File: src/rtl/sram_ctrl_pkg.sv
`timescale 1ns/1ps
// Shared types and helpers for the SRAM access controller.
// Assumes all timing values are non-negative integers in nanoseconds.
package sram_ctrl_pkg;

    typedef enum logic [2:0] {
        ST_IDLE    = 3'd0,
        ST_READ    = 3'd1,
        ST_WR_TURN = 3'd2,
        ST_WR_DATA = 3'd3,
        ST_WR_REC  = 3'd4
    } sram_state_e;

    // Whole clocks covering a time, never fewer than one.
    function automatic int unsigned ns_to_clks(int unsigned t_ns, int unsigned period_ns);
        int unsigned q;
        q = (t_ns + period_ns - 1) / period_ns;
        return (q == 0) ? 1 : q;
    endfunction

    function automatic int unsigned max_u(int unsigned a, int unsigned b);
        return (a > b) ? a : b;
    endfunction

endpackage

File: src/rtl/sram_phase_timer.sv
`timescale 1ns/1ps
// Down-counter that times one phase of a memory cycle.
// A load with value N makes last_o high in the N-th clock of the phase.
// Assumes N >= 1 whenever load_i is pulsed.
module sram_phase_timer #(
    parameter int unsigned CNT_W = 4
) (
    input  logic             clk,
    input  logic             rst_n,
    input  logic             load_i,
    input  logic [CNT_W-1:0] load_val_i,
    output logic             last_o
);
    logic [CNT_W-1:0] cnt_q;

    // Load the phase length or count down towards zero.
    always_ff @(posedge clk) begin
        if (!rst_n)
            cnt_q <= '0;
        else if (load_i)
            cnt_q <= load_val_i - 1'b1;
        else if (cnt_q != '0)
            cnt_q <= cnt_q - 1'b1;
    end

    assign last_o = (cnt_q == '0);

endmodule

File: src/rtl/sram_ctrl_seq.sv
`timescale 1ns/1ps
// Cycle sequencer: walks read and write phases and registers the memory
// strobes from the next state, so every pin toggles only at a clock edge.
// Assumes the phase timer reports last_i in the final clock of each phase.
module sram_ctrl_seq
    import sram_ctrl_pkg::*;
#(
    parameter int unsigned CNT_W      = 4,
    parameter int unsigned RD_CLKS    = 7,
    parameter int unsigned TURN_CLKS  = 3,
    parameter int unsigned WDATA_CLKS = 3
) (
    input  logic             clk,
    input  logic             rst_n,
    input  logic             req_i,
    input  logic             we_i,
    input  logic             last_i,
    output logic             load_o,
    output logic [CNT_W-1:0] load_val_o,
    output logic             accept_o,
    output logic             capture_o,
    output logic             ready_o,
    output logic             ce_n_o,
    output logic             oe_n_o,
    output logic             we_n_o,
    output logic             dq_oe_o
);
    sram_state_e state_q, state_d;

    // Next-state and timer-load decisions.
    always_comb begin
        state_d    = state_q;
        load_o     = 1'b0;
        load_val_o = '0;
        capture_o  = 1'b0;
        case (state_q)
            ST_IDLE: begin
                if (req_i) begin
                    load_o = 1'b1;
                    if (we_i) begin
                        state_d    = ST_WR_TURN;
                        load_val_o = CNT_W'(TURN_CLKS);
                    end else begin
                        state_d    = ST_READ;
                        load_val_o = CNT_W'(RD_CLKS);
                    end
                end
            end
            ST_READ: begin
                if (last_i) begin
                    state_d   = ST_IDLE;
                    capture_o = 1'b1;
                end
            end
            ST_WR_TURN: begin
                if (last_i) begin
                    state_d    = ST_WR_DATA;
                    load_o     = 1'b1;
                    load_val_o = CNT_W'(WDATA_CLKS);
                end
            end
            ST_WR_DATA: begin
                if (last_i)
                    state_d = ST_WR_REC;
            end
            ST_WR_REC: state_d = ST_IDLE;
            default:   state_d = ST_IDLE;
        endcase
    end

    assign ready_o  = (state_q == ST_IDLE);
    assign accept_o = ready_o && req_i;

    // State register and strobes registered from the next state.
    always_ff @(posedge clk) begin
        if (!rst_n) begin
            state_q <= ST_IDLE;
            ce_n_o  <= 1'b1;
            oe_n_o  <= 1'b1;
            we_n_o  <= 1'b1;
            dq_oe_o <= 1'b0;
        end else begin
            state_q <= state_d;
            ce_n_o  <= (state_d == ST_IDLE);
            oe_n_o  <= (state_d != ST_READ);
            we_n_o  <= !((state_d == ST_WR_TURN) || (state_d == ST_WR_DATA));
            dq_oe_o <= (state_d == ST_WR_DATA) || (state_d == ST_WR_REC);
        end
    end

endmodule

File: src/rtl/sram_dq_path.sv
`timescale 1ns/1ps
// Address and data registers between the user port and the memory pins.
// Latches address and write byte when a cycle starts; captures the read
// byte on the sequencer's capture pulse and flags it for one clock.
module sram_dq_path #(
    parameter int unsigned ADDR_W = 19,
    parameter int unsigned DATA_W = 8
) (
    input  logic              clk,
    input  logic              rst_n,
    input  logic              accept_i,
    input  logic              capture_i,
    input  logic [ADDR_W-1:0] addr_i,
    input  logic [DATA_W-1:0] wdata_i,
    input  logic [DATA_W-1:0] mem_dq_i,
    output logic [ADDR_W-1:0] mem_addr_o,
    output logic [DATA_W-1:0] mem_dq_o,
    output logic [DATA_W-1:0] rdata_o,
    output logic              rvalid_o
);
    // Hold the request fields for the full memory cycle.
    always_ff @(posedge clk) begin
        if (!rst_n) begin
            mem_addr_o <= '0;
            mem_dq_o   <= '0;
        end else if (accept_i) begin
            mem_addr_o <= addr_i;
            mem_dq_o   <= wdata_i;
        end
    end

    // Sample the memory bus at the end of a read and pulse valid.
    always_ff @(posedge clk) begin
        if (!rst_n) begin
            rdata_o  <= '0;
            rvalid_o <= 1'b0;
        end else begin
            rvalid_o <= capture_i;
            if (capture_i)
                rdata_o <= mem_dq_i;
        end
    end

endmodule

File: src/rtl/sram_ctrl.sv
`timescale 1ns/1ps
// Top of the asynchronous SRAM access controller.
// Converts clocked single-byte requests into strobe sequences that meet
// the memory's nanosecond minimums by clock counting. Assumes the memory
// bus is split at the pads into mem_dq_o / mem_dq_i with mem_dq_oe_o.
module sram_ctrl
    import sram_ctrl_pkg::*;
#(
    parameter int unsigned ADDR_W           = 19,
    parameter int unsigned DATA_W           = 8,
    parameter int unsigned CLK_PERIOD_NS    = 10,
    parameter int unsigned T_CYCLE_NS       = 70,
    parameter int unsigned T_ADDR_ACC_NS    = 70,
    parameter int unsigned T_OE_ACC_NS      = 35,
    parameter int unsigned T_WE_PULSE_NS    = 55,
    parameter int unsigned T_ADDR_SETUP_NS  = 60,
    parameter int unsigned T_DATA_SETUP_NS  = 25,
    parameter int unsigned T_BUS_RELEASE_NS = 25
) (
    input  logic              clk,
    input  logic              rst_n,
    input  logic              req_i,
    input  logic              we_i,
    input  logic [ADDR_W-1:0] addr_i,
    input  logic [DATA_W-1:0] wdata_i,
    output logic              ready_o,
    output logic [DATA_W-1:0] rdata_o,
    output logic              rvalid_o,
    output logic [ADDR_W-1:0] mem_addr_o,
    output logic              mem_ce_n_o,
    output logic              mem_oe_n_o,
    output logic              mem_we_n_o,
    output logic [DATA_W-1:0] mem_dq_o,
    output logic              mem_dq_oe_o,
    input  logic [DATA_W-1:0] mem_dq_i
);
    localparam int unsigned CYC_CLKS   = ns_to_clks(T_CYCLE_NS, CLK_PERIOD_NS);
    localparam int unsigned RD_CLKS    = max_u(max_u(ns_to_clks(T_ADDR_ACC_NS, CLK_PERIOD_NS),
                                                     ns_to_clks(T_OE_ACC_NS, CLK_PERIOD_NS)),
                                               CYC_CLKS);
    localparam int unsigned TURN_CLKS  = ns_to_clks(T_BUS_RELEASE_NS, CLK_PERIOD_NS);
    localparam int unsigned DS_CLKS    = ns_to_clks(T_DATA_SETUP_NS, CLK_PERIOD_NS);
    localparam int unsigned WL_CLKS    = max_u(max_u(ns_to_clks(T_WE_PULSE_NS, CLK_PERIOD_NS),
                                                     ns_to_clks(T_ADDR_SETUP_NS, CLK_PERIOD_NS)),
                                               max_u(TURN_CLKS + DS_CLKS, CYC_CLKS - 1));
    localparam int unsigned WDATA_CLKS = WL_CLKS - TURN_CLKS;
    localparam int unsigned CNT_W      = $clog2(max_u(RD_CLKS, WL_CLKS) + 1);

    logic             load;
    logic [CNT_W-1:0] load_val;
    logic             last;
    logic             accept;
    logic             capture;

    sram_phase_timer #(.CNT_W(CNT_W)) timer_i (
        .clk        (clk),
        .rst_n      (rst_n),
        .load_i     (load),
        .load_val_i (load_val),
        .last_o     (last)
    );

    sram_ctrl_seq #(
        .CNT_W      (CNT_W),
        .RD_CLKS    (RD_CLKS),
        .TURN_CLKS  (TURN_CLKS),
        .WDATA_CLKS (WDATA_CLKS)
    ) seq_i (
        .clk        (clk),
        .rst_n      (rst_n),
        .req_i      (req_i),
        .we_i       (we_i),
        .last_i     (last),
        .load_o     (load),
        .load_val_o (load_val),
        .accept_o   (accept),
        .capture_o  (capture),
        .ready_o    (ready_o),
        .ce_n_o     (mem_ce_n_o),
        .oe_n_o     (mem_oe_n_o),
        .we_n_o     (mem_we_n_o),
        .dq_oe_o    (mem_dq_oe_o)
    );

    sram_dq_path #(.ADDR_W(ADDR_W), .DATA_W(DATA_W)) path_i (
        .clk        (clk),
        .rst_n      (rst_n),
        .accept_i   (accept),
        .capture_i  (capture),
        .addr_i     (addr_i),
        .wdata_i    (wdata_i),
        .mem_dq_i   (mem_dq_i),
        .mem_addr_o (mem_addr_o),
        .mem_dq_o   (mem_dq_o),
        .rdata_o    (rdata_o),
        .rvalid_o   (rvalid_o)
    );

endmodule

File: config.mk
export PLATFORM = sky130hd
export DESIGN_NAME = sram_ctrl
export DESIGN_NICKNAME = d
export VERILOG_FILES = /design/src/rtl/sram_ctrl_pkg.sv /design/src/rtl/sram_phase_timer.sv /design/src/rtl/sram_ctrl_seq.sv /design/src/rtl/sram_dq_path.sv /design/src/rtl/sram_ctrl.sv
export SDC_FILE = /design/constraint.sdc
export NUM_CORES = 1
export LEC_CHECK = 0
export ABC_CLOCK_PERIOD_IN_PS = 4700
export CAP_MARGIN = 40
export CELL_PAD_IN_SITES_DETAIL_PLACEMENT = 0
export CELL_PAD_IN_SITES_GLOBAL_PLACEMENT = 2
export CORE_UTILIZATION = 24
export CTS_BUF_LIST = sky130_fd_sc_hd__clkbuf_16
export DETAILED_ROUTE_END_ITERATION = 6
export PLACE_DENSITY_LB_ADDON = 0.1
export RECOVER_POWER = 100
export SLEW_MARGIN = 20
export SYNTH_ARGS = -nofsm -noshare
export SYNTH_HDL_FRONTEND = slang
export SYNTH_SLANG_ARGS = --single-unit
File: constraint.sdc
create_clock -name clk -period 4.7 [get_ports clk]
set_input_delay 0.94 -clock clk [delete_from_list [all_inputs] [get_ports clk]]
set_output_delay 0.94 -clock clk [all_outputs]
set_load 0.03 [all_outputs]
=== Yosys cells after proc, flatten, opt, wreduce, memory -nomap -nowiden ===
Cells that the tools add are included.
W data, S select, Z words.

* Bits of input ports: 39
* Register bits: 46
* Logic and storage cells: 44
* Output and inout port bits: 41

* Eq/ne operators: 7
* Multiplexer cells: 16
* Add/subtract/negate cells: 2
* Reduce and logical (&&, ||, !) cells: 9

{| class="wikitable"
|+ Operators with widths
! operator !! number
|-
| $mux W3 || 8
|-
| $eq A3 B2 Y1 const B || 4
|-
| $pmux W3 S4 || 1
|-
| $logic_not A3 Y1 || 3
|-
| $pmux W3 S2 || 1
|-
| $sub A3 B1 Y3 const B || 2
|-
| $mux W2 || 2
|-
| $eq A3 B1 Y1 const B || 1
|-
| $eq A3 B3 Y1 const B || 1
|-
| $mux W1 || 3
|-
| $ne A3 B1 Y1 const B || 1
|-
| $reduce_bool A3 Y1 || 1
|-
| $logic_or A1 B1 Y1 || 2
|-
| $pmux W1 S2 || 1
|-
| $reduce_bool A2 Y1 || 1
|-
| $logic_and A1 B1 Y1 || 1
|-
| $logic_not A1 Y1 || 1
|}

=== Logic depth before layout (Yosys ltp) ===
Gate-level depths: netlist of the first run.

* Depth in word-level cells: 6
* Depth in mapped cells: 7
* Mapped depth without buffers: 7

=== Cells and area by module ===
From an unflattened synthesis of the first run, not the netlist that was laid out.

* Cell total of the unflattened synthesis: 166
* Area total of the unflattened synthesis: 1865.5 um2

{| class="wikitable"
|+ By module, submodules not included
! module !! times used !! area each (um2) !! cells an instance !! seq. area each (um2)
|-
| sram_dq_path || 1 || 1366.3 || 114 || 720.7
|-
| sram_ctrl_seq || 1 || 331.6 || 37 || 140.1
|-
| sram_phase_timer || 1 || 167.7 || 15 || 60.1
|}

=== Least setup slack after synthesis of the first run ===
Ideal clock, no wire load.

* Path kind: reg2out
* From: register seq_i.state_q[0]
* To: output port ready_o
* Arrival: 1.248 ns
* Path slack: 2.512 ns
* Path buffers: 1
* Cell stages (with the launch flop): 3
* Data required time: 3.760 ns
* Path through: dfxtp_1 -> clkbuf_1 -> nor3_1

* Word-level cells in the longest chain between the ends: 1

{| class="wikitable"
|+ Ends and longest elaborated chain
! element !! RTL line !! text
|-
| from (decl) || sram_ctrl_seq.sv:28 || <nowiki>sram_state_e state_q, state_d;</nowiki>
|-
| from (signal assigned) || sram_ctrl_seq.sv:83 || <nowiki>state_q <= state_d;</nowiki>
|-
| $logic_not A3 Y1 || sram_ctrl_seq.sv:71 || <nowiki>assign ready_o = (state_q == ST_IDLE);</nowiki>
|-
| to (decl) || sram_ctrl.sv:26 || <nowiki>output logic ready_o,</nowiki>
|}

Every way passes these cells.

=== Worst setup path after layout of the first run ===
* From: input port req_i
* To: register timer_i.cnt_q[2]

* Word-level cells in the longest chain between the ends: 4
* Elaborated cells on any way between the ends: 7
* Classes of those cells: 1 x add/sub; 5 x mux; 1 x reduce/logical

{| class="wikitable"
|+ Ends and longest elaborated chain
! element !! RTL line !! text
|-
| from (decl) || sram_ctrl.sv:22 || <nowiki>input logic req_i,</nowiki>
|-
| $mux W3 || sram_ctrl_seq.sv:38 || <nowiki>if (req_i) begin</nowiki>
|-
| $pmux W3 S2 || sram_ctrl_seq.sv:36 || <nowiki>case (state_q)</nowiki>
|-
| $sub A3 B1 Y3 || sram_phase_timer.sv:21 || <nowiki>cnt_q <= load_val_i - 1'b1;</nowiki>
|-
| $mux W3 || sram_phase_timer.sv:20 || <nowiki>else if (load_i)</nowiki>
|-
| to (signal assigned) || sram_phase_timer.sv:21 ||
|-
| to (signal assigned) || sram_phase_timer.sv:23 || <nowiki>cnt_q <= cnt_q - 1'b1;</nowiki>
|-
| to (decl) || sram_phase_timer.sv:14 || <nowiki>logic [CNT_W-1:0] cnt_q;</nowiki>
|}

Parallel ways exist; a longest one is shown, timed or not.
A chain may end at the register's enable or synchronous reset.

==> results of run 1 <==
layer usage:
metal / wire length, um / GRT usage / share of wire
met1: 2054 / 0.1441 / 0.47
met2: 1986 / 0.2010 / 0.45
met4: 72 / 0.04918 / 0.016
met3: 251 / 0.02922 / 0.058
met5: 0 / 0 / 0
cell usage after synthesis:
cell type	n
nand2_1	59
dfxtp_1	46
a21oi_1	24
nor2_1	18
mux2i_1	10
a21oi_2	5
clkbuf_1	5
buf_8	4
inv_1	4
buf_2	2
buf_6	2
nand3_1	2
a211oi_1	1
and4_1	1
ha_1	1
nand2b_2	1
nor3_1	1
nor3_4	1
nor4_1	1
nor4b_4	1
o211a_1	1
o21a_1	1
o21ai_0	1
o22ai_1	1
o31ai_1	1
or2b_1	1
or3_1	1
xnor2_1	1
kinds of logic after synthesis:
kind of cell    count (synthesis)
mux                            10
simple gates                   87
xor+xnor                        1
buf+inv                        17
fa+ha+maj                       1
flops                          46
compound gates                 35
through the flow:
| stage | cell area (um^2) | util | setup slack [ps] |
|---|---|---|---|
| CTS | 2759 | 0.3973 | 2073 |
| finish | 2731 | 0.3933 | 1559 |
| global route | 2731 | 0.3933 | 1327 |
| global placement | 2572 | 0.3705 | 1897 |
| floorplan | 1758 | - | 2512 |
| detailed placement | 2600 | 0.3744 | 2010 |
sequential cells by signal (all words and copies together) (netlist names):
signal             count
timer_i.cnt_q          3
seq_i.dq_oe_o          1
path_i.rvalid_o        1
path_i.mem_addr_o     19
seq_i.oe_n_o           1
seq_i.state_q          3
seq_i.we_n_o           1
path_i.mem_dq_o        8
seq_i.ce_n_o           1
path_i.rdata_o         8
cell type report:
cell class	count	area, um^2
sequential	46	920.9
clock buffer	5	125.1
fill	726	4213
timing repair buffer	83	805.8
inverter	4	15.01
clock inverter	2	33.78
tap	96	120.1
multi-input combinational	134	710.7
power by group through the flow:
stage	Clock, mW	Sequential [mW]	Combinational, mW
2_1_floorplan	0	0.611	0.263
3_3_place_gp	0	0.522	0.515
3_5_place_dp	0	0.522	0.528
4_1_cts	0.400	0.515	0.529
5_1_grt	0.413	0.521	0.531
6_report	0.384	0.510	0.484
worst max-delay path by stage:
stage / startpoint / to / cells after the start
after global placement: req_i / path_i.mem_dq_o[6]$_SDFFE_PN0P_ / 5
final: req_i / timer_i.cnt_q[2]$_SDFFE_PN0P_ / 6
after global routing: req_i / timer_i.cnt_q[2]$_SDFFE_PN0P_ / 6
after detailed placement: req_i / path_i.mem_addr_o[6]$_SDFFE_PN0P_ / 6
after CTS: seq_i.state_q[0]$_SDFF_PN0_ / ready_o / 2
after floorplan: seq_i.state_q[0]$_SDFF_PN0_ / ready_o / 2
tightest hold or removal path: cells and delay by family, from the launching register on:
family           cells  cell delay (ps)
flip-flops           1              310
AND/OR/NAND/NOR      1               50
AO/OA/AOI/OAI        1               50
cells in the final DEF (no fill, tap or decap):
cell type	netlist	layout
a211oi_1	1	1
nor3_4	1	1
a21oi_1	24	24
nor4_1	1	1
nand2_1	59	59
clkbuf_1	5	4
o21a_1	1	1
o21ai_0	1	1
dfxtp_1	46	46
bufinv_16	0	1
nand2b_2	1	1
or3_1	1	1
xnor2_1	1	1
clkinv_1	0	1
nor2_1	18	18
clkbuf_16	0	5
ha_1	1	1
mux2i_1	10	10
nand3_1	2	2
o22ai_1	1	1
inv_1	4	4
a21oi_2	5	5
nor3_1	1	1
dlygate4sd3_1	0	43
nor4b_4	1	1
o211a_1	1	1
clkdlybuf4s50_1	0	36
o31ai_1	1	1
and4_1	1	1
or2b_1	1	1
==> flow_metrics.env, run 1 <==
export IMPL_vias=1538
export IMPL_netlist_area_mm2=0.001758
export IMPL_rows=30
export IMPL_routedWlPerCell_um=11.80
export IMPL_yosysWarnings=0
export IMPL_r2r_end="timer_i.cnt_q[2]$_SDFFE_PN0P_"
export IMPL_r2r_setup_slack_ps=2350
export IMPL_die_y_um=87.59
export IMPL_syn2layout_area_growth_pct=55.37
export IMPL_clk_latency_ps=280
export IMPL_hold_viol_final=0
export IMPL_slew_viol_final=0
export IMPL_relSlewSlack=0.1186
export IMPL_rsz0062_at_grt="false"
export IMPL_synth_compound_area_share=0.1181
export IMPL_setup_viol=0
export IMPL_nNetsFinal=314
export IMPL_drive_gt1_frac=0.05109
export IMPL_dp_hpwl_um=3037
export IMPL_finClkSkew_ps=6.048
export IMPL_drc=0
export IMPL_cts_root_buf="clkbuf_16"
export IMPL_drt_iter0_drc=27
export IMPL_ys_ff_latch=46
export IMPL_yosysUniqueCellTypes=28
export IMPL_peakVddDrop_v=0.0001910
export IMPL_p_switching_mw=0.4759
export IMPL_p_comb_frac=0.351
export IMPL_max_cap_violations=0
export IMPL_stdcell_count=370
export IMPL_outcome="finished clean"
export IMPL_cts_htree_levels=2
export IMPL_tightest_slew_ps=1322
export IMPL_pwr_share_clk=0.279
export IMPL_end_kind="flop"
export IMPL_grt_pass1_vias=1485
export IMPL_crit_type="primary input to flop"
export IMPL_die_area_mm2=0.007671
export IMPL_gp_congestion=0.6702
export IMPL_crit_slowest_cell="clkbuf_1"
export IMPL_power_total_mw=1.379
export IMPL_r2r_start="seq_i.state_q[0]$_SDFF_PN0_"
export IMPL_synth_top_family_by_area="simple AND/OR/NAND/NOR gates"
export IMPL_antenna_left=0
export IMPL_min_to="path_i.mem_addr_o[15]$_SDFFE_PN0P_"
export IMPL_power_density_mw_per_mm2=504.7
export IMPL_cts_resized=0
export IMPL_slowest_delay_ps=990
export IMPL_syn_nets=237
export IMPL_whs_ps=451.1
export IMPL_clock_sinks=46
export IMPL_worstHoldPathType="flop to flop"
export IMPL_syn_avg_cell_area_um2=8.924
export IMPL_seqPwrFrac=0.370
export IMPL_synth_adder_area_share=0.007117
export IMPL_portBuffers=79
export IMPL_vias_per_cell=4.157
export IMPL_grt_max_degree=30
export IMPL_post_cts_buffers=0
export IMPL_synth_area_top_cells="dfxtp_1 (52%), nand2_1 (13%), a21oi_1 (6.8%), mux2i_1 (5.7%), nor2_1 (3.8%)"
export IMPL_grt_antenna_before_repair=0
export IMPL_firstDrtPassIters=4
export IMPL_sw_frac_of_total=0.3452
export IMPL_cts_made_buffers=5
export IMPL_grt_pass1_wl_um=6927
export IMPL_synth_top_area_cell="dfxtp_1"
export IMPL_hold_depth=2
export IMPL_max_freq_ghz=0.3184
export IMPL_critPathRequiredTime_ps=4880
export IMPL_synthMuxAreaShare=0.05694
export IMPL_internal_power_mw=0.9027
export IMPL_cts_tree="yes"
export IMPL_reg2reg_depth=5
export IMPL_crit_buf_inv=2
export IMPL_grt_overflow_total=0
export IMPL_die_w_um=87.59
export IMPL_p_leak_nw=1.167
export IMPL_syn_instance_count=197
export IMPL_synth_xor_area_frac=0.004982
export IMPL_dp_cells=362
export IMPL_synth_top_cell_area_share=0.5238
export IMPL_finalCritPeriodShare=0.6683
export IMPL_crit_arrival_ps=3320
export IMPL_period_needed_ps=3141
export IMPL_ctsHoldBuffers=0
export IMPL_io_pin_count=80
export IMPL_min_from="path_i.mem_addr_o[15]$_SDFFE_PN0P_"
export IMPL_seq_area_frac_synth=0.5238
export IMPL_crit_family="buffers and inverters"
export IMPL_tns_ps=0
export IMPL_path_clk_slew_ps=60
export IMPL_crit_path_cell_trace="dlygate4sd3_1 -> nor4b_4 -> clkbuf_1 -> mux2i_1 -> xnor2_1 -> nor2_1"
export IMPL_path_max_fanout=29
export IMPL_antenna_diode_count=0
export IMPL_routed_wirelength_um=4365
export IMPL_start_util=0.2532
export IMPL_clockBufferDepth=2
export IMPL_core_area_mm2=0.006944
export IMPL_grt_usage=0.1187
export IMPL_start_kind="primary input"
export IMPL_synthSimpleGateAreaFrac=0.2171
Power figures use the tool's default switching activity.
==> inputs of run 2 (changes only) <==
--- a/config.mk
+++ b/config.mk
@@ -5,11 +5,11 @@
 export SDC_FILE = /design/constraint.sdc
 export NUM_CORES = 1
 export LEC_CHECK = 0
-export ABC_CLOCK_PERIOD_IN_PS = 4700
+export ABC_CLOCK_PERIOD_IN_PS = 3200
 export CAP_MARGIN = 40
 export CELL_PAD_IN_SITES_DETAIL_PLACEMENT = 0
 export CELL_PAD_IN_SITES_GLOBAL_PLACEMENT = 2
-export CORE_UTILIZATION = 24
+export CORE_UTILIZATION = 23
 export CTS_BUF_LIST = sky130_fd_sc_hd__clkbuf_16
 export DETAILED_ROUTE_END_ITERATION = 6
 export PLACE_DENSITY_LB_ADDON = 0.1
==> constraint.sdc (replaced) <==
create_clock -name clk -period 3.2 [get_ports clk]
set_input_delay 0.64 -clock clk [delete_from_list [all_inputs] [get_ports clk]]
set_output_delay 0.64 -clock clk [all_outputs]
set_load 0.03 [all_outputs]
==> run 2 against run 1 <==
Net effect:
- clock power is 48% higher
- die area is 4.2% higher
- largest cell class unchanged
- register-to-register slack worse by 1400 ps
- sequential share of layout area is 0.062 points lower
- critical endpoint is now timer_i.cnt_q[0]$_SDFFE_PN0P_
- final cell count is 0.81% higher
- via count is 0.52% lower
- critical path depth is 2 lower
- critical path type unchanged
- flip-flop and latch count stayed put
- count of clock-buffer cells in the layout stayed put
- global-route usage is 0.38 points lower
- non-clock buffer count is 1 lower
==> flow_metrics.env, run 2 (synthesized netlist as in run 1, its figures left out) <==
export IMPL_cp_startpoint="rst_n"
export IMPL_setup_viol=0
export IMPL_crit_arrival_ps=2640
export IMPL_tns_ps=0
export IMPL_cts_made_buffers=5
export IMPL_clock_sinks=46
export IMPL_clockBufferDepth=2
export IMPL_hold_viol_final=0
export IMPL_period_needed_ps=2515
export IMPL_drt_iter0_drc=41
export IMPL_cts_tree="yes"
export IMPL_core_area_mm2=0.007331
export IMPL_routed_wirelength_um=4435
export IMPL_nFillCells=768
export IMPL_final_common_cell="nand2_1"
export IMPL_grt_pass1_vias=1445
export IMPL_finalCritPeriodShare=0.7859
export IMPL_die_w_um=89.43
export IMPL_seqCellArea_um2=920.9
export IMPL_cts_resized=0
export IMPL_path_clk_slew_ps=60
export IMPL_grt_usage=0.1148
export IMPL_path_max_fanout=22
export IMPL_end_kind="flop"
export IMPL_multi_input_area_um2=684.4
export IMPL_grt_antenna_before_repair=0
export IMPL_vias_per_cell=4.102
export IMPL_rows=31
export IMPL_grt_max_degree=29
export IMPL_gp_congestion=0.6764
export IMPL_crit_type="primary input to flop"
export IMPL_max_cap_violations=0
export IMPL_whs_ps=450.0
export IMPL_max_freq_ghz=0.3976
export IMPL_final_cell_mix="nand2_1 (59), dfxtp_1 (46), dlygate4sd3_1 (43)"
export IMPL_dp_hpwl_um=3121
export IMPL_grt_pass1_wl_um=6837
export IMPL_slew_viol_final=0
export IMPL_min_from="path_i.mem_addr_o[18]$_SDFFE_PN0P_"
export IMPL_antenna_diode_count=0
export IMPL_worstHoldPathType="flop to flop"
export IMPL_relSlewSlack=0.2746
export IMPL_slowest_delay_ps=870
export IMPL_routedWlPerCell_um=11.89
export IMPL_cts_root_buf="clkbuf_16"
export IMPL_crit_slowest_cell="clkbuf_1"
export IMPL_antenna_left=0
export IMPL_grt_overflow_total=0
export IMPL_top_regs="path_i.mem_addr_o (19), path_i.mem_dq_o (8), path_i.rdata_o (8)"
export IMPL_drc=0
export IMPL_peakVddDrop_v=0.0002546
export IMPL_largest_reg_flops=19
export IMPL_cts_htree_levels=2
export IMPL_syn2layout_area_growth_pct=55.66
export IMPL_power_density_mw_per_mm2=741.1
export IMPL_finClkSkew_ps=5.640
export IMPL_firstDrtPassIters=3
export IMPL_r2r_start="timer_i.cnt_q[2]$_SDFFE_PN0P_"
export IMPL_drive_gt1_frac=0.05109
export IMPL_die_y_um=89.43
export IMPL_crit_path_cell_trace="dlygate4sd3_1 -> inv_1 -> clkbuf_1 -> nor4_1"
export IMPL_portBuffers=79
export IMPL_io_pin_count=80
export IMPL_die_area_mm2=0.007997
export IMPL_start_util=0.2398
export IMPL_largest_register="path_i.mem_addr_o"
export IMPL_post_cts_buffers=0
export IMPL_ctsHoldBuffers=0
export IMPL_clk_latency_ps=280
export IMPL_p_leak_nw=1.179
export IMPL_rsz0062_at_grt="false"
export IMPL_vias=1530
export IMPL_tightest_slew_ps=1088
export IMPL_critPathRequiredTime_ps=3320
export IMPL_outcome="finished clean"
export IMPL_nNetsFinal=313
export IMPL_start_kind="primary input"
[run 2: per-layer routing]
layer  share of wire  vias up  wire length [um]  GRT usage
met4           0.016        0                71    0.05195
met5               0        -                 0          0
met3           0.061        7               272    0.03047
met2            0.45       45              2015     0.1846
met1            0.47      686              2075     0.1441
li1                -      792                 -          -
[run 2: worst max-delay path: cells and delay by family]
kind	cells	cell delay, ps
and+or+nand+nor	1	120
buffers and inverters	3	1870
[run 2: report_power, final]
group	switching [mW]	internal, mW	total (mW)
sequential	0.0648	0.675	0.740
clock	0.206	0.363	0.568
combinational	0.425	0.294	0.720
[run 2: final cells by class]
class,count,share of cell area
Sequential cell,46,0.3365
Timing Repair Buffer,82,0.3032
Multi-Input combinational cell,134,0.2501
Clock buffer,5,0.04572
Tap cell,99,0.04527
Clock inverter,3,0.01372
Inverter,4,0.005487
[run 2: final timing paths]
check / cells after the start / endpoint / slack (ps)
setup / recovery: 4 / timer_i.cnt_q[0]$_SDFFE_PN0P_ / 690
hold / removal: 2 / path_i.mem_addr_o[18]$_SDFFE_PN0P_ / 450
setup reg to reg: 7 / timer_i.cnt_q[2]$_SDFFE_PN0P_ / 970
hold reg to reg: 2 / path_i.mem_addr_o[18]$_SDFFE_PN0P_ / 450
[run 2: metrics by stage]
stage                 util  worst slack [ps]  area (um^2)  total power [mW]  std cells
finish              0.3733             685.2         2736             2.028        373
global route        0.3733             432.3         2736             2.156        373
CTS                 0.3774             885.5         2766             2.124        373
detailed placement  0.3552             822.8         2604             1.543        365
global placement    0.3514             687.9         2576             1.524        364
floorplan                -              1312         1758             1.284        197
==> inputs of run 3 (changes only) <==
--- a/config.mk
+++ b/config.mk
@@ -5,7 +5,7 @@
 export SDC_FILE = /design/constraint.sdc
 export NUM_CORES = 1
 export LEC_CHECK = 0
-export ABC_CLOCK_PERIOD_IN_PS = 3200
+export ABC_CLOCK_PERIOD_IN_PS = 2500
 export CAP_MARGIN = 40
 export CELL_PAD_IN_SITES_DETAIL_PLACEMENT = 0
 export CELL_PAD_IN_SITES_GLOBAL_PLACEMENT = 2
==> constraint.sdc (replaced) <==
create_clock -name clk -period 2.5 [get_ports clk]
set_input_delay 0.5 -clock clk [delete_from_list [all_inputs] [get_ports clk]]
set_output_delay 0.5 -clock clk [all_outputs]
set_load 0.03 [all_outputs]
==> run 3 against run 2 <==
Net effect:
- first-iteration DRC count fell by 32%
- critical path depth fell by 2
- largest power group is now combinational cells
- highest routed layer unchanged
- final cell count up 0.27%
- combinational power increased by 31%
- core utilization grew 0.26 points
==> flow_metrics.env, run 3 (synthesized netlist as in run 1, its figures left out) <==
export IMPL_cts_tree="yes"
export IMPL_clockBufferDepth=2
export IMPL_clk_latency_ps=280
export IMPL_multi_input_area_um2=710.7
export IMPL_ctsHoldBuffers=0
export IMPL_end_kind="output pin"
export IMPL_outcome="finished clean"
export IMPL_final_common_cell="nand2_1"
export IMPL_whs_ps=446.8
export IMPL_die_y_um=89.43
export IMPL_largest_reg_flops=19
export IMPL_drt_iter0_drc=28
export IMPL_path_clk_slew_ps=60
export IMPL_nFillCells=747
export IMPL_routed_wirelength_um=4367
export IMPL_setup_viol=0
export IMPL_dp_cells=367
export IMPL_path_max_fanout=11
export IMPL_p_comb_frac=0.361
export IMPL_post_route_util=0.3758
export IMPL_cts_resized=0
export IMPL_antenna_left=0
export IMPL_fin_ws_ps=337.5
export IMPL_slew_viol_final=0
export IMPL_p_switching_mw=0.9011
export IMPL_grt_usage=0.1161
export IMPL_rsz0062_at_grt="false"
export IMPL_portBuffers=79
export IMPL_post_cts_buffers=0
export IMPL_dp_slack_ps=360.9
export IMPL_hold_depth=2
export IMPL_finClkSkew_ps=3.906
export IMPL_io_pin_count=80
export IMPL_relSlewSlack=0.6115
export IMPL_max_freq_ghz=0.4624
export IMPL_pwr_share_clk=0.279
export IMPL_cts_htree_levels=2
export IMPL_drive_gt1_frac=0.06909
export IMPL_drc=0
export IMPL_core_area_mm2=0.007331
export IMPL_vias=1560
export IMPL_crit_type="flop to output pin"
export IMPL_firstDrtPassIters=4
export IMPL_start_util=0.2398
export IMPL_period_needed_ps=2163
export IMPL_cts_made_buffers=5
export IMPL_seqPwrFrac=0.360
export IMPL_finalCritPeriodShare=0.8650
export IMPL_crit_arrival_ps=1660
export IMPL_vias_per_cell=4.171
export IMPL_p_leak_nw=1.186
export IMPL_max_cap_violations=0
export IMPL_stdcell_count=374
export IMPL_grt_antenna_before_repair=0
export IMPL_internal_power_mw=1.708
export IMPL_tightest_slew_ps=582.8
export IMPL_crit_slowest_cell="dlygate4sd3_1"
export IMPL_critPathRequiredTime_ps=2000
export IMPL_top_regs="path_i.mem_addr_o (19), path_i.mem_dq_o (8), path_i.rdata_o (8)"
export IMPL_reg2reg_depth=7
export IMPL_grt_pass1_vias=1442
export IMPL_power_density_mw_per_mm2=947.1
export IMPL_seqCellArea_um2=920.9
export IMPL_start_kind="flop"
export IMPL_die_w_um=89.43
export IMPL_gp_congestion=0.6457
export IMPL_peakVddDrop_v=0.0002954
export IMPL_grt_pass1_wl_um=6955
export IMPL_worstHoldPathType="flop to flop"
export IMPL_dp_hpwl_um=2975
export IMPL_sw_frac_of_total=0.3453
export IMPL_final_cell_mix="nand2_1 (59), dfxtp_1 (46), dlygate4sd3_1 (43)"
export IMPL_antenna_diode_count=0
export IMPL_largest_register="path_i.mem_addr_o"
export IMPL_crit_path_cell_trace="nor3_1 -> dlygate4sd3_1"
export IMPL_grt_overflow_total=0
export IMPL_slowest_delay_ps=760
export IMPL_cts_root_buf="clkbuf_16"
export IMPL_hold_viol_final=0
export IMPL_tns_ps=0
export IMPL_grt_max_degree=29
export IMPL_rows=31
export IMPL_clock_sinks=46
export IMPL_routedWlPerCell_um=11.68
export IMPL_nNetsFinal=315
export IMPL_die_area_mm2=0.007997
export IMPL_syn2layout_area_growth_pct=56.73
## run 3: cell types whose count changed in the layout (fill, tap and decap cells not counted), sizes merged
cell    delta
buf        +2
clkinv     +1
inv        -2
## run 3: critical path: cells and delay by family, from the launching register on
kind / cells / cell delay, ps
flip-flops: 1 / 420
buffers and inverters: 1 / 760
AND/OR/NAND/NOR: 1 / 190
## run 3: path summary, 6_finish.rpt
path	slack, ps	start	to
worst max-delay path	340	seq_i.state_q[1]$_SDFF_PN0_	ready_o
worst min-delay path	450	path_i.mem_addr_o[15]$_SDFFE_PN0P_	path_i.mem_addr_o[15]$_SDFFE_PN0P_
worst max register to register	710	timer_i.cnt_q[2]$_SDFFE_PN0P_	timer_i.cnt_q[2]$_SDFFE_PN0P_
worst min register to register	450	path_i.mem_addr_o[15]$_SDFFE_PN0P_	path_i.mem_addr_o[15]$_SDFFE_PN0P_
## run 3: layer usage
metal | track usage | share of wire | up-vias
met5 | 0 | 0 | -
met4 | 0.04762 | 0.016 | 0
met3 | 0.03324 | 0.064 | 7
met2 | 0.1915 | 0.46 | 49
met1 | 0.1421 | 0.46 | 703
li1 | - | - | 801
## run 3: stage by stage
| stage | cell area [um^2] | power [mW] |
|---|---|---|
| 2_1_floorplan | 1758 | 1.643 |
| 3_3_place_gp | 2599 | 1.971 |
| 3_5_place_dp | 2599 | 1.964 |
| 4_1_cts | 2758 | 2.716 |
| 5_1_grt | 2755 | 2.791 |
| 6_report | 2755 | 2.609 |
## run 3: final cells by class
cell class                      count  area share
Tap cell                           99     0.04496
Sequential cell                    46      0.3342
Clock buffer                        5     0.04541
Inverter                            4    0.005450
Multi-Input combinational cell    134      0.2579
Timing Repair Buffer               84      0.2997
Clock inverter                      2     0.01226
## run 3: power groups by stage
| stage | registers, mW | logic [mW] | clock network [mW] |
|---|---|---|---|
| global route | 0.956 | 1.04 | 0.796 |
| detailed placement | 0.961 | 1.00 | 0 |
| finish | 0.940 | 0.942 | 0.727 |
| global placement | 0.963 | 1.01 | 0 |
| floorplan | 1.15 | 0.494 | 0 |
| CTS | 0.946 | 1.01 | 0.764 |
